File: src/rtl/nlb_pkg.sv
package nlb_pkg;
    typedef enum logic [2:0] {
        PH_IDLE   = 3'd0,
        PH_SETUP  = 3'd1,
        PH_STROBE = 3'd2,
        PH_HOLD   = 3'd3,
        PH_DONE   = 3'd4
    } phase_e;

    typedef enum logic [1:0] {
        K_DATA = 2'd0,
        K_ADDR = 2'd1,
        K_CMD  = 2'd2
    } kind_e;
endpackage

File: src/rtl/nlb_sync.sv
module nlb_sync #(
    parameter int STAGES = 2
) (
    input  logic clk,
    input  logic rst_n,
    input  logic d,
    output logic q
);
    logic [STAGES-1:0] sh_q;

    generate
        if (STAGES == 1) begin : g_one
            always_ff @(posedge clk or negedge rst_n) begin
                if (!rst_n) sh_q <= '0;
                else        sh_q <= d;
            end
        end else begin : g_many
            always_ff @(posedge clk or negedge rst_n) begin
                if (!rst_n) sh_q <= '0;
                else        sh_q <= {sh_q[STAGES-2:0], d};
            end
        end
    endgenerate

    assign q = sh_q[STAGES-1];
endmodule

File: src/rtl/nlb_decode.sv
module nlb_decode
    import nlb_pkg::*;
#(
    parameter int AW        = 16,
    parameter int REG_BIT   = 15,
    parameter int CLE_BIT   = 4,
    parameter int ALE_BIT   = 3,
    parameter int DEV_SHIFT = 9,
    parameter int DEV_W     = 1,
    parameter int CS_LSB    = 12,
    parameter int CS_W      = 2,
    localparam int CEW      = CS_W + DEV_W
) (
    input  logic [AW-1:0]   addr,
    output logic            is_reg,
    output logic [1:0]      reg_idx,
    output kind_e           kind,
    output logic [CS_W-1:0] cs,
    output logic [CEW-1:0]  ce_idx
);
    logic unused_addr;
    assign unused_addr = ^addr;

    always_comb begin
        is_reg  = addr[REG_BIT];
        reg_idx = addr[3:2];
        cs      = addr[CS_LSB +: CS_W];
        ce_idx  = {addr[CS_LSB +: CS_W], addr[DEV_SHIFT +: DEV_W]};
        if (addr[CLE_BIT])      kind = K_CMD;
        else if (addr[ALE_BIT]) kind = K_ADDR;
        else                    kind = K_DATA;
    end
endmodule

File: src/rtl/nlb_bridge.sv
module nlb_bridge
    import nlb_pkg::*;
#(
    parameter int AW        = 16,
    parameter int REG_BIT   = 15,
    parameter int CLE_BIT   = 4,
    parameter int ALE_BIT   = 3,
    parameter int DEV_SHIFT = 9,
    parameter int DEV_W     = 1,
    parameter int CS_LSB    = 12,
    parameter int CS_W      = 2,
    parameter int CNT_W     = 4,
    parameter int SYNC_LEN  = 2,
    parameter int REV_MAJOR = 1,
    parameter int REV_MINOR = 2,
    localparam int NCS      = 1 << CS_W,
    localparam int NDEV     = 1 << DEV_W,
    localparam int NCE      = NCS * NDEV,
    localparam int CEW      = CS_W + DEV_W
) (
    input  logic           clk,
    input  logic           rst_n,
    input  logic           bus_req,
    input  logic           bus_we,
    input  logic [AW-1:0]  bus_addr,
    input  logic [31:0]    bus_wdata,
    output logic           bus_ack,
    output logic [31:0]    bus_rdata,
    output logic [NCE-1:0] nand_ce_n,
    output logic           nand_cle,
    output logic           nand_ale,
    output logic           nand_we_n,
    output logic           nand_re_n,
    output logic [7:0]     nand_io_out,
    output logic           nand_io_oe,
    input  logic [7:0]     nand_io_in,
    input  logic           nand_rdy
);
    localparam int SU_LSB = 8;
    localparam int ST_LSB = SU_LSB + CNT_W;
    localparam int HD_LSB = SU_LSB + 2 * CNT_W;

    typedef struct packed {
        phase_e           ph;
        logic [CNT_W-1:0] cnt;
        logic             rd;
        kind_e            kind;
        logic [CEW-1:0]   ce;
        logic [7:0]       wbyte;
        logic [31:0]      rdata;
        logic [NCS-1:0]   en;
        logic [CNT_W-1:0] t_su;
        logic [CNT_W-1:0] t_st;
        logic [CNT_W-1:0] t_hd;
    } st_t;

    st_t st_d, st_q;

    logic            dec_is_reg;
    logic [1:0]      dec_reg_idx;
    kind_e           dec_kind;
    logic [CS_W-1:0] dec_cs;
    logic [CEW-1:0]  dec_ce;
    logic            rdy_s;
    logic [31:0]     reg_rd;
    logic [31:0]     ctrl_view;
    logic            active;
    logic            unused_wdata;

    assign unused_wdata = ^bus_wdata;

    nlb_decode #(
        .AW(AW), .REG_BIT(REG_BIT), .CLE_BIT(CLE_BIT), .ALE_BIT(ALE_BIT),
        .DEV_SHIFT(DEV_SHIFT), .DEV_W(DEV_W), .CS_LSB(CS_LSB), .CS_W(CS_W)
    ) u_dec (
        .addr    (bus_addr),
        .is_reg  (dec_is_reg),
        .reg_idx (dec_reg_idx),
        .kind    (dec_kind),
        .cs      (dec_cs),
        .ce_idx  (dec_ce)
    );

    nlb_sync #(.STAGES(SYNC_LEN)) u_rdy_sync (
        .clk   (clk),
        .rst_n (rst_n),
        .d     (nand_rdy),
        .q     (rdy_s)
    );

    always_comb begin
        ctrl_view = '0;
        ctrl_view[NCS-1:0]         = st_q.en;
        ctrl_view[SU_LSB +: CNT_W] = st_q.t_su;
        ctrl_view[ST_LSB +: CNT_W] = st_q.t_st;
        ctrl_view[HD_LSB +: CNT_W] = st_q.t_hd;
        case (dec_reg_idx)
            2'd0:    reg_rd = ctrl_view;
            2'd1:    reg_rd = {31'd0, rdy_s};
            2'd2:    reg_rd = {16'd0, 8'(REV_MAJOR), 8'(REV_MINOR)};
            default: reg_rd = '0;
        endcase
    end

    always_comb begin
        st_d = st_q;
        case (st_q.ph)
            PH_IDLE: begin
                if (bus_req) begin
                    if (dec_is_reg) begin
                        st_d.ph = PH_DONE;
                        if (bus_we) begin
                            if (dec_reg_idx == 2'd0) begin
                                st_d.en   = bus_wdata[NCS-1:0];
                                st_d.t_su = bus_wdata[SU_LSB +: CNT_W];
                                st_d.t_st = bus_wdata[ST_LSB +: CNT_W];
                                st_d.t_hd = bus_wdata[HD_LSB +: CNT_W];
                            end
                        end else begin
                            st_d.rdata = reg_rd;
                        end
                    end else if (!st_q.en[dec_cs]) begin
                        st_d.ph    = PH_DONE;
                        st_d.rdata = '0;
                    end else begin
                        st_d.ph    = PH_SETUP;
                        st_d.cnt   = st_q.t_su;
                        st_d.rd    = !bus_we;
                        st_d.kind  = bus_we ? dec_kind : K_DATA;
                        st_d.ce    = dec_ce;
                        st_d.wbyte = bus_wdata[7:0];
                    end
                end
            end
            PH_SETUP: begin
                if (st_q.cnt == '0) begin
                    st_d.ph  = PH_STROBE;
                    st_d.cnt = st_q.t_st;
                end else begin
                    st_d.cnt = st_q.cnt - 1'b1;
                end
            end
            PH_STROBE: begin
                if (st_q.cnt == '0) begin
                    st_d.ph  = PH_HOLD;
                    st_d.cnt = st_q.t_hd;
                    if (st_q.rd) st_d.rdata = {24'd0, nand_io_in};
                end else begin
                    st_d.cnt = st_q.cnt - 1'b1;
                end
            end
            PH_HOLD: begin
                if (st_q.cnt == '0) st_d.ph = PH_DONE;
                else                st_d.cnt = st_q.cnt - 1'b1;
            end
            PH_DONE: st_d.ph = PH_IDLE;
            default: st_d.ph = PH_IDLE;
        endcase
    end

    always_ff @(posedge clk or negedge rst_n) begin
        if (!rst_n) st_q <= '0;
        else        st_q <= st_d;
    end

    assign active = (st_q.ph == PH_SETUP) || (st_q.ph == PH_STROBE) ||
                    (st_q.ph == PH_HOLD);

    generate
        for (genvar i = 0; i < NCE; i++) begin : g_ce
            assign nand_ce_n[i] = !(active && (st_q.ce == CEW'(i)));
        end
    endgenerate

    assign nand_cle    = active && (st_q.kind == K_CMD);
    assign nand_ale    = active && (st_q.kind == K_ADDR);
    assign nand_we_n   = !((st_q.ph == PH_STROBE) && !st_q.rd);
    assign nand_re_n   = !((st_q.ph == PH_STROBE) && st_q.rd);
    assign nand_io_out = st_q.wbyte;
    assign nand_io_oe  = active && !st_q.rd;
    assign bus_ack     = (st_q.ph == PH_DONE);
    assign bus_rdata   = st_q.rdata;
endmodule

File: config.mk
export PLATFORM = sky130hd
export DESIGN_NAME = nlb_bridge
export DESIGN_NICKNAME = d
export VERILOG_FILES = /design/src/rtl/nlb_pkg.sv /design/src/rtl/nlb_sync.sv /design/src/rtl/nlb_decode.sv /design/src/rtl/nlb_bridge.sv
export SDC_FILE = /design/constraint.sdc
export NUM_CORES = 1
export LEC_CHECK = 0
export ABC_CLOCK_PERIOD_IN_PS = 2100
export BUFFER_PORTS_ARGS = -buffer_cell sky130_fd_sc_hd__buf_2
export CORE_ASPECT_RATIO = 1.25
export CORE_MARGIN = 2
export CORE_UTILIZATION = 40
export DETAILED_ROUTE_END_ITERATION = 12
export PLACE_DENSITY = 0.75
export SLEW_MARGIN = 25
export SYNTH_ARGS = -nofsm -noshare
export SYNTH_HDL_FRONTEND = slang
export SYNTH_HIERARCHICAL = 1
export SYNTH_SLANG_ARGS = --single-unit
File: constraint.sdc
create_clock -name clk -period 2.1 [get_ports clk]
set_clock_uncertainty 0.1 [all_clocks]
set_input_delay 0.21 -clock clk [delete_from_list [all_inputs] [get_ports clk]]
set_output_delay 0.21 -clock clk [all_outputs]
set_load 0.01 [all_outputs]
## After elaboration in Yosys (flattened, before gate mapping)

Cells that the tools add are included.
W data, S select, Z words.

- $add $sub $neg: 1
- Multiply operators: 0
- Divide/modulo/power cells: 0
- $lt $le $gt $ge: 1
- Eq/ne operators: 25
- Shift-type cells: 0
- Mux-type cells: 28
- Bitwise operators: 1
- Reduce and logical (&&, ||, !) cells: 38

Operator list:

| cell | number |
|---|---|
| $mux W32 | 5 |
| $mux W69 | 1 |
| $pmux W32 S2 | 1 |
| $pmux W20 S3 | 1 |
| $mux W16 | 3 |
| $mux W18 | 2 |
| $ne A2 B2 Y1 const B | 8 |
| $pmux W4 S4 | 1 |
| $eq A3 B3 Y1 const B | 5 |
| $mux W3 | 5 |
| $logic_and A1 B1 Y1 | 13 |
| $eq A3 B2 Y1 const B | 4 |
| $logic_not A1 Y1 | 12 |
| $mux W4 | 3 |
| $pmux W3 S4 | 1 |
| $reduce_and A5 Y1 | 2 |
| $reduce_and A4 Y1 | 2 |
| $eq A3 B1 Y1 const B | 2 |
| $logic_not A3 Y1 | 2 |
| $ne A3 B3 Y1 const B | 2 |
| $reduce_and A6 Y1 | 1 |
| $eq A2 B1 Y1 const B | 2 |
| $eq A2 B2 Y1 const B | 2 |
| $logic_not A4 Y1 | 1 |
| 10 further kinds | 13 |

- Register bits: 71
- Bits in latches: 0
- Bits in writable memories: 0
- Memory bits (read-only): 0
- Input bits: 61
- Output and inout port bits: 54
- Logic and storage cells: 106
- Memories: 0

## Logic depth before layout (Yosys ltp)

Gate-level depths: netlist of run 1.

- Depth after elaboration: 7
- Mapped depth: 9
- Depth with buffers taken out: 7

## Modules after synthesis

Netlist of run 1, hierarchy kept.

By module, submodules not included:

| module | instances | cells each | area each (um^2) | seq. area each (um^2) |
|---|---|---|---|---|
| nlb_bridge | 1 | 290 | 3,032.9 | 1,426.4 |
| nlb_decode | 1 | 10 | 81.3 | 0.0 |
| nlb_sync | 1 | 2 | 50.0 | 50.0 |

## Worst setup path after synthesis of run 1

No wires, ideal clock.

- Kind: flip-flop to flip-flop
- Start: reg st_q[68] in the netlist's numbering
- End: reg st_q, in the netlist ctrl_view[11]
- Setup time: 125 ps
- Data arrival time: 1,864 ps
- Required time: 1,875 ps
- Slack: 11 ps
- Stages on the path, launching flop included: 6
- Buffers on the path: 2
- Period minus slack after synthesis: 2,089 ps
- Cell sequence: dfrtp_1 buf_6 or3_4 nor4_4 buf_6 mux2_4

- Longest elaborated chain between the ends: 2

RTL lines:

| item | RTL line | source |
|---|---|---|
| from (decl) | nlb_bridge.sv:57 | `st_t st_d, st_q;` |
| from (signal assigned) | nlb_bridge.sv:163 | `else st_q <= st_d;` |
| $logic_not A3 Y1 | nlb_bridge.sv:107 | `case (st_q.ph)` |
| $reduce_and A5 Y1 (no source line) | -- |  |

No other way between the ends.
A chain may end at the register's enable or synchronous reset.

## Worst setup path in the final report of run 1

- Start: reg st_q[63] in the netlist's numbering
- End: reg st_q[65] in the netlist's numbering

- Longest elaborated chain between the ends: 3
- Elaborated cells on any way between the ends: 8
- Classes of those cells: 1 x add/sub; 1 x eq/ne; 4 x mux; 2 x reduce/logical

RTL lines:

| item | RTL line | source |
|---|---|---|
| $sub A4 B1 Y4 / $logic_not A4 Y1 (equally long branches) | -- |  |
| $mux W4 (tied with other cells) | nlb_bridge.sv:153 | `if (st_q.cnt == '0) st_d.ph = PH_DONE;` |
| $pmux W4 S4 / $reduce_and A5 Y1 (equally long branches) | -- |  |

Several ways; a longest one is shown, not always the timed one. The select of a mux whose other input is x is not followed.

==> results of run 1 <==
[metrics by stage]
stage,instance area (um^2),hold slack (ps),setup slack (ps),utilization (%)
2_1_floorplan,3206,-185.6,11.22,-
3_3_place_gp,3450,151.7,76.79,44.53
3_5_place_dp,3450,161.4,28.69,44.53
4_1_cts,3866,0.1672,14.28,49.90
5_1_grt,3913,0.7716,3.498,50.50
6_report,3913,18.83,98.26,50.50
[logic make-up after synthesis]
group / after synthesis / share of synthesized area, %
muxes: 31 / 12.22
adders and majority gates: 3 / 1.107
AOI/OAI and AO/OA: 51 / 10.44
and+or+nand+nor: 88 / 14.35
buffers and inverters: 66 / 14.27
xor gates and xnor gates: 3 / 0.8305
DFF: 59 / 46.66
other: 1 / 0.1185
[layout make-up]
type | instances | area, um^2
clock buffers | 11 | 151.4
clock inverters | 5 | 75.07
fillers | 722 | 3835
inverters | 5 | 18.77
multi-input cells | 188 | 1296
flip-flops and latches | 59 | 1476
well taps | 95 | 118.9
repair buffers | 119 | 775.7
[registers in the layout, indices dropped and copies added (netlist names)]
register,flops
ctrl_view,16
st_q,13
bus_rdata,20
nand_io_out,8
u_rdy_sync/sh_q,2
[power breakdown]
group | switching, mW | total (mW) | internal (mW)
registers | 0.329 | 1.87 | 1.54
logic | 0.940 | 1.88 | 0.935
clock network | 0.435 | 1.16 | 0.726
total | 1.70 | 4.91 | 3.20
[per-layer routing]
metal / vias up / wire [um]
met5: - / 0
met4: 0 / 99
met3: 8 / 407
met2: 71 / 3272
met1: 1125 / 2913
li1: 1145 / -
[cell usage in the layout (no fill, tap or decap), types with 3 or more instances in the layout]
| cell | count |
|---|---|
| clkinv_2 | 3 |
| o21ai_0 | 20 |
| conb_1 | 12 |
| mux2i_1 | 3 |
| buf_2 | 81 |
| a211oi_1 | 3 |
| nor3_1 | 3 |
| nor2b_1 | 3 |
| nand2_1 | 43 |
| buf_4 | 13 |
| nand2b_1 | 5 |
| mux2_2 | 19 |
| dlygate4sd3_1 | 21 |
| clkbuf_8 | 11 |
| a221oi_1 | 3 |
| a21oi_1 | 7 |
| inv_1 | 5 |
| o22ai_1 | 3 |
| dfrtp_1 | 59 |
| a22o_1 | 4 |
| mux2_4 | 8 |
| nand3_1 | 6 |
| nor2_1 | 9 |
[worst max-delay path, stage by stage, from the launching register on]
cell	delay [ps]
dfrtp_1	390
inv_1	100
ha_1	160
or3b_2	500
maj3_1	380
a211oi_2	180
o31ai_1	90
[repair_timing]
| action | in CTS | in global routing |
|---|---|---|
| hold buffers | 19 | 2 |
| hold endpoints to repair | 42 | 2 |
| endpoints found under the setup margin | 0 | 23 |
| gates resized for setup | 0 | 6 |
[worst min-delay path by stage]
stage,end,slack [ps],from
CTS,ctrl_view[3]$_DFFE_PN0P_,0.2,bus_wdata[3]
finish,ctrl_view[10]$_DFFE_PN0P_,20,bus_wdata[10]
floorplan,bus_rdata[0]$_DFFE_PN0P_,-190,rst_n
detailed placement,ctrl_view[15]$_DFFE_PN0P_,160,rst_n
global placement,bus_rdata[15]$_DFFE_PN0P_,150,rst_n
global route,ctrl_view[11]$_DFFE_PN0P_,0.8,bus_wdata[11]
==> out/metrics.csv, run 1 <==
stage,metric,value,unit
min_path,hold_depth,2,
critical_path,r2r-end,st_q[65]$_DFFE_PN0P_,
critical_path,crit_path_end,st_q[65]$_DFFE_PN0P_,
clock_network,cts_setup_buffers,0,
grt,grt_overflow,0,
layout,drive_gt1_share,39.53,%
critical_path,crit_required,2220,ps
critical_path,r2r_start,st_q[63]$_DFFE_PN0P_,
yosys,seq_area_frac_synth,46.66,%
sta,relSlewSlack,59.10,%
sta,slew_violations,0,
yosys,async_reset_ff_share,100.0,%
detailed_routing,ant_nets,0,
critical_path,worstPathArrival,2130,ps
yosys,synth_area,3164,um^2
critical_path,path_max_fanout,3,
yosys,ys_ff_latch,59,
critical_path,worstSetupStartpointType,flop,
power,cellLeakagePower,1.871,nW
grt,antenna_found_initial,0,
sta,hold_viol,0,
grt,use_met3,5.397,%
clock_network,clock_path_buffers,2,
clock_network,clockRootBuffer,clkbuf_8,
placed_design,post-dp-hpwl,4.871,mm
layout,area_growth,23.65,%
clock_network,clk_pin_slew,70,ps
critical_path,r2r_slack,100,ps
detailed_routing,drt_iter0_drc,84,
floorplan,die_x,83.55,um
critical_path,crit_type,flop to flop,
placed_design,post-place-cells,445,
yosys,netlist_instances,302,
critical_path,cp-end-kind,flop,
placed_design,gp_congestion,0.7603,
placed_design,io_buffer_count,81,
floorplan,num_io_pins,115,
yosys,yosysMostFrequentCell,dfrtp_1,
sta,tightest_slew,613.4,ps
status,status,"finished, final reports clean",
flow_run,maxCapViolCount,0,
yosys,synth_area_leader_cell,dfrtp_1,
power,peakVddDrop,0.0006906,V
grt,grt_use_met1,19.44,%
yosys,yosys.area.top_type_share,46.66,%
floorplan,fp.dieH,103.4,um
detailed_routing,routedWlPerCell,13.88,um
detailed_routing,num_vias,2349,
floorplan,rows,36,
min_path,hp-class,input pin to flop,
clock_network,clk_latency,340,ps
power,power,4.905,mW
floorplan,initial_core_util,40.84,%
clock_network,tritoncts,yes,
yosys,yosysUniqueCellTypes,48,
sta,finalSetupViolations,0,
grt,grt_start_max_net_pins,36,
floorplan,core-area,7747,um^2
detailed_routing,drc,0,
yosys,syn_area_per_cell,10.48,um^2
grt,grt_use_total,16.26,%
sta,fin_setup_tns,0,ps
sta,max_freq,0.4996,GHz
sta,rsz0062_at_grt,false,
floorplan,die_area,8642,um^2
detailed_routing,firstDrtPassIters,4,
yosys,synth_warnings,6,
critical_path,ff2ff_path_depth,6,
layout,layout.cells.non_filler,482,
detailed_routing,vias_per_cell,4.873,
grt,grt_pass1_vias,2309,
layout,num_antenna_cells,0,
clock_network,htree_levels,3,
yosys,synth_area_leaders,"dfrtp_1 (47%), buf_4 (12%), mux2_2 (6.8%)",
power,pwr_density_cell,1254,nW/um^2
yosys,ys_top_cells_by_count,"dfrtp_1 (59), buf_4 (49), nand2_1 (43), o21ai_0 (20), mux2_2 (19)",
clock_network,cts_sinks,59,
grt,grt_use_met2,27.61,%
yosys,ys.flop_type,dfrtp_1,
detailed_routing,wirelength,6.692,mm
yosys,synth_edf_count,0,
grt,grt_pass1_wl,10.89,mm
sta,period_needed,2002,ps
critical_path,crit_path_start,st_q[63]$_DFFE_PN0P_,
layout,nNetsFinal,445,
clock_network,cts_made_buffers,9,
grt,busiest_layer,met2,
sta,period_share,95.32,%
(Power assumes the default switching activity.)
==> inputs of run 2 (changes only) <==
--- a/config.mk
+++ b/config.mk
@@ -5,7 +5,7 @@
 export SDC_FILE = /design/constraint.sdc
 export NUM_CORES = 1
 export LEC_CHECK = 0
-export ABC_CLOCK_PERIOD_IN_PS = 2100
+export ABC_CLOCK_PERIOD_IN_PS = 1750
 export BUFFER_PORTS_ARGS = -buffer_cell sky130_fd_sc_hd__buf_2
 export CORE_ASPECT_RATIO = 1.25
 export CORE_MARGIN = 2
==> constraint.sdc (replaced) <==
create_clock -name clk -period 1.75 [get_ports clk]
set_clock_uncertainty 0.1 [all_clocks]
set_input_delay 0.2625 -clock clk [delete_from_list [all_inputs] [get_ports clk]]
set_output_delay 0.2625 -clock clk [all_outputs]
set_load 0.01 [all_outputs]
==> out/metrics.csv, run 2 (synthesis results as in run 1) <==
stage,metric,value,unit,change
floorplan,initial_core_util,40.84,%,unchanged
sta,period_needed,1904,ps,was 2002 ps
layout,final_core_util,56.62,%,was 50.50%
floorplan,rows,36,,unchanged
detailed_routing,vias_per_cell,4.966,,was 4.873
layout,final_common_cell,buf_2,,unchanged
sta,worst_slack,-153.6,ps,was 98.26 ps
clock_network,clock_path_buffers,2,,unchanged
critical_path,worstSetupStartpointType,flop,,unchanged
sta,slew_violations,0,,unchanged
layout,largest_reg_flops,20,,unchanged
placed_design,gp_congestion,0.8356,,was 0.7603
critical_path,worstPathArrival,2020,ps,was 2130 ps
critical_path,crit_required,1870,ps,was 2220 ps
status,status,"complete, but fails checks",,"was finished, final reports clean"
sta,max_freq,0.5253,GHz,was 0.4996 GHz
floorplan,num_io_pins,115,,unchanged
floorplan,fp.dieH,103.4,um,unchanged
critical_path,crit_family,simple AND/OR/NAND/NOR gates,,was adder cells
grt,grt_use_total,18.35,%,was 16.26%
clock_network,htree_levels,3,,unchanged
critical_path,slowest_delay,420,ps,was 500 ps
placed_design,pre_cts_ws,-216.6,ps,was 28.69 ps
grt,grt_overflow,0,,unchanged
status,violations,negative setup slack,,
critical_path,path_cells,or3_4 > nor4_4 > buf_12 > mux2_4,,was inv_1 > ha_1 > or3b_2 > maj3_1 > a211oi_2 > o31ai_1
min_path,hp-class,input pin to flop,,unchanged
grt,antenna_found_initial,0,,unchanged
clock_network,clockRootBuffer,clkbuf_8,,unchanged
detailed_routing,ant_nets,0,,unchanged
placed_design,post-dp-hpwl,5.214,mm,was 4.871 mm
clock_network,cts_made_buffers,9,,unchanged
layout,final_cell_mix,"buf_2 (76), dfrtp_1 (59), buf_4 (43)",,"was buf_2 (81), dfrtp_1 (59), nand2_1 (43)"
floorplan,die_area,8642,um^2,unchanged
detailed_routing,firstDrtPassIters,6,,was 4
grt,grt_pass1_wl,12.21,mm,was 10.89 mm
sta,rsz0062_at_grt,true,,was false
power,peakVddDrop,0.0009071,V,was 0.0006906 V
detailed_routing,wirelength,7.966,mm,was 6.692 mm
sta,period_share,108.8,%,was 95.32%
power,pwr_density_cell,1654,nW/um^2,was 1254 nW/um^2
layout,num_antenna_cells,0,,unchanged
detailed_routing,drc,0,,unchanged
floorplan,die_x,83.55,um,unchanged
flow_run,maxCapViolCount,0,,unchanged
placed_design,io_buffer_count,81,,unchanged
layout,area_growth,38.63,%,was 23.65%
layout,nNetsFinal,467,,was 445
grt,grt_pass1_vias,2490,,"was 2,309"
critical_path,crit_buf_inv,1,,unchanged
power,cellLeakagePower,2.069,nW,was 1.871 nW
detailed_routing,num_vias,2503,,"was 2,349"
clock_network,clk_pin_slew,70,ps,about the same
grt,grt_start_max_net_pins,60,,was 36
critical_path,cpMaxStageDelayCell,or3_4,,was or3b_2
critical_path,cp-end-kind,flop,,unchanged
critical_path,crit_type,flop to flop,,unchanged
detailed_routing,routedWlPerCell,15.81,um,was 13.88 um
sta,hold_viol,0,,unchanged
floorplan,core-area,7747,um^2,unchanged
layout,layout.cells.non_filler,504,,was 482
sta,finalSetupViolations,40,,was 0
placed_design,post-place-cells,466,,was 445
clock_network,cts_sinks,59,,unchanged
clock_network,tritoncts,yes,,unchanged
critical_path,path_max_fanout,13,,was 3
clock_network,clk_latency,340,ps,about the same
layout,drive_gt1_share,55.26,%,was 39.53%
detailed_routing,drt_iter0_drc,93,,was 84
[run 2: changes by cell type in the layout (fill, tap and decap cells not counted), sizes merged]
cell         before  now
buf              98  139
clkbuf           11   12
clkinv            3    1
clkinvlp          0    1
dlygate4sd3      21    2
[run 2: power breakdown]
part	switching, mW	internal, mW	total, mW
Sequential	0.431	1.85	2.28
Combinational	1.67	1.90	3.57
Clock	0.535	0.877	1.41
Total	2.63	4.62	7.26
[run 2: worst register-to-register path, delay by kind of cell, from the launching register on]
kind,cells,cell delay (ps)
AND/OR/NAND/NOR,2,770
flip-flops,1,390
multiplexers,1,320
buffers and inverters,1,200
[run 2: final cells by class]
type                    count  area, um^2
clock buffers              12       155.1
clock inverters             4       72.57
fillers                   665        3361
inverters                   5       21.27
multi-input cells         188        1559
flip-flops and latches     59        1476
well taps                  95       118.9
repair buffers            141       983.4
[run 2: repair_timing]
item | in CTS | in global routing
endpoints found under the setup margin | 52 | 64
endpoints found under the hold margin | 60 | 0
hold buffers | 2 | 0
setup buffers | 14 | 8
gates resized for setup | 29 | 43
pin swaps | 13 | 13
[run 2: worst paths after layout]
| kind | startpoint | end | slack (ps) | cells past startpoint |
|---|---|---|---|---|
| max reg2reg | st_q[68]$_DFFE_PN0P_ | ctrl_view[15]$_DFFE_PN0P_ | -150 | 4 |
| max | st_q[68]$_DFFE_PN0P_ | ctrl_view[15]$_DFFE_PN0P_ | -150 | 4 |
| min in group asynchronous | rst_n | bus_rdata[19]$_DFFE_PN0P_ | 370 | 3 |
| min reg2reg | u_rdy_sync/sh_q[0]$_DFF_PN0_ | u_rdy_sync/sh_q[1]$_DFF_PN0_ | 250 | 0 |
| min | bus_wdata[19] | ctrl_view[19]$_DFFE_PN0P_ | 50 | 3 |
| max in group asynchronous | rst_n | ctrl_view[3]$_DFFE_PN0P_ | 890 | 3 |
[run 2: metal layers]
metal / up-vias / share of wire [%] / wire length, um / track usage, %
li1: 1193 / - / - / -
met5: - / 0 / 0 / 0
met3: 14 / 5.0 / 401 / 5.159
met2: 79 / 50 / 4005 / 30.40
met1: 1217 / 43 / 3390 / 22.63
met4: 0 / 2.1 / 169 / 8.437
[run 2: through the flow]
stage	total power [mW]	hold slack [ps]	TNS (ps)	cell area, um^2
6_report	7.258	47.16	-3167	4387
5_1_grt	7.684	35.81	-7005	4387
4_1_cts	6.718	39.53	-3054	4131
3_5_place_dp	4.812	199.0	-4826	3659
3_3_place_gp	4.747	186.5	-4112	3659
2_1_floorplan	4.039	-133.1	-5043	3291
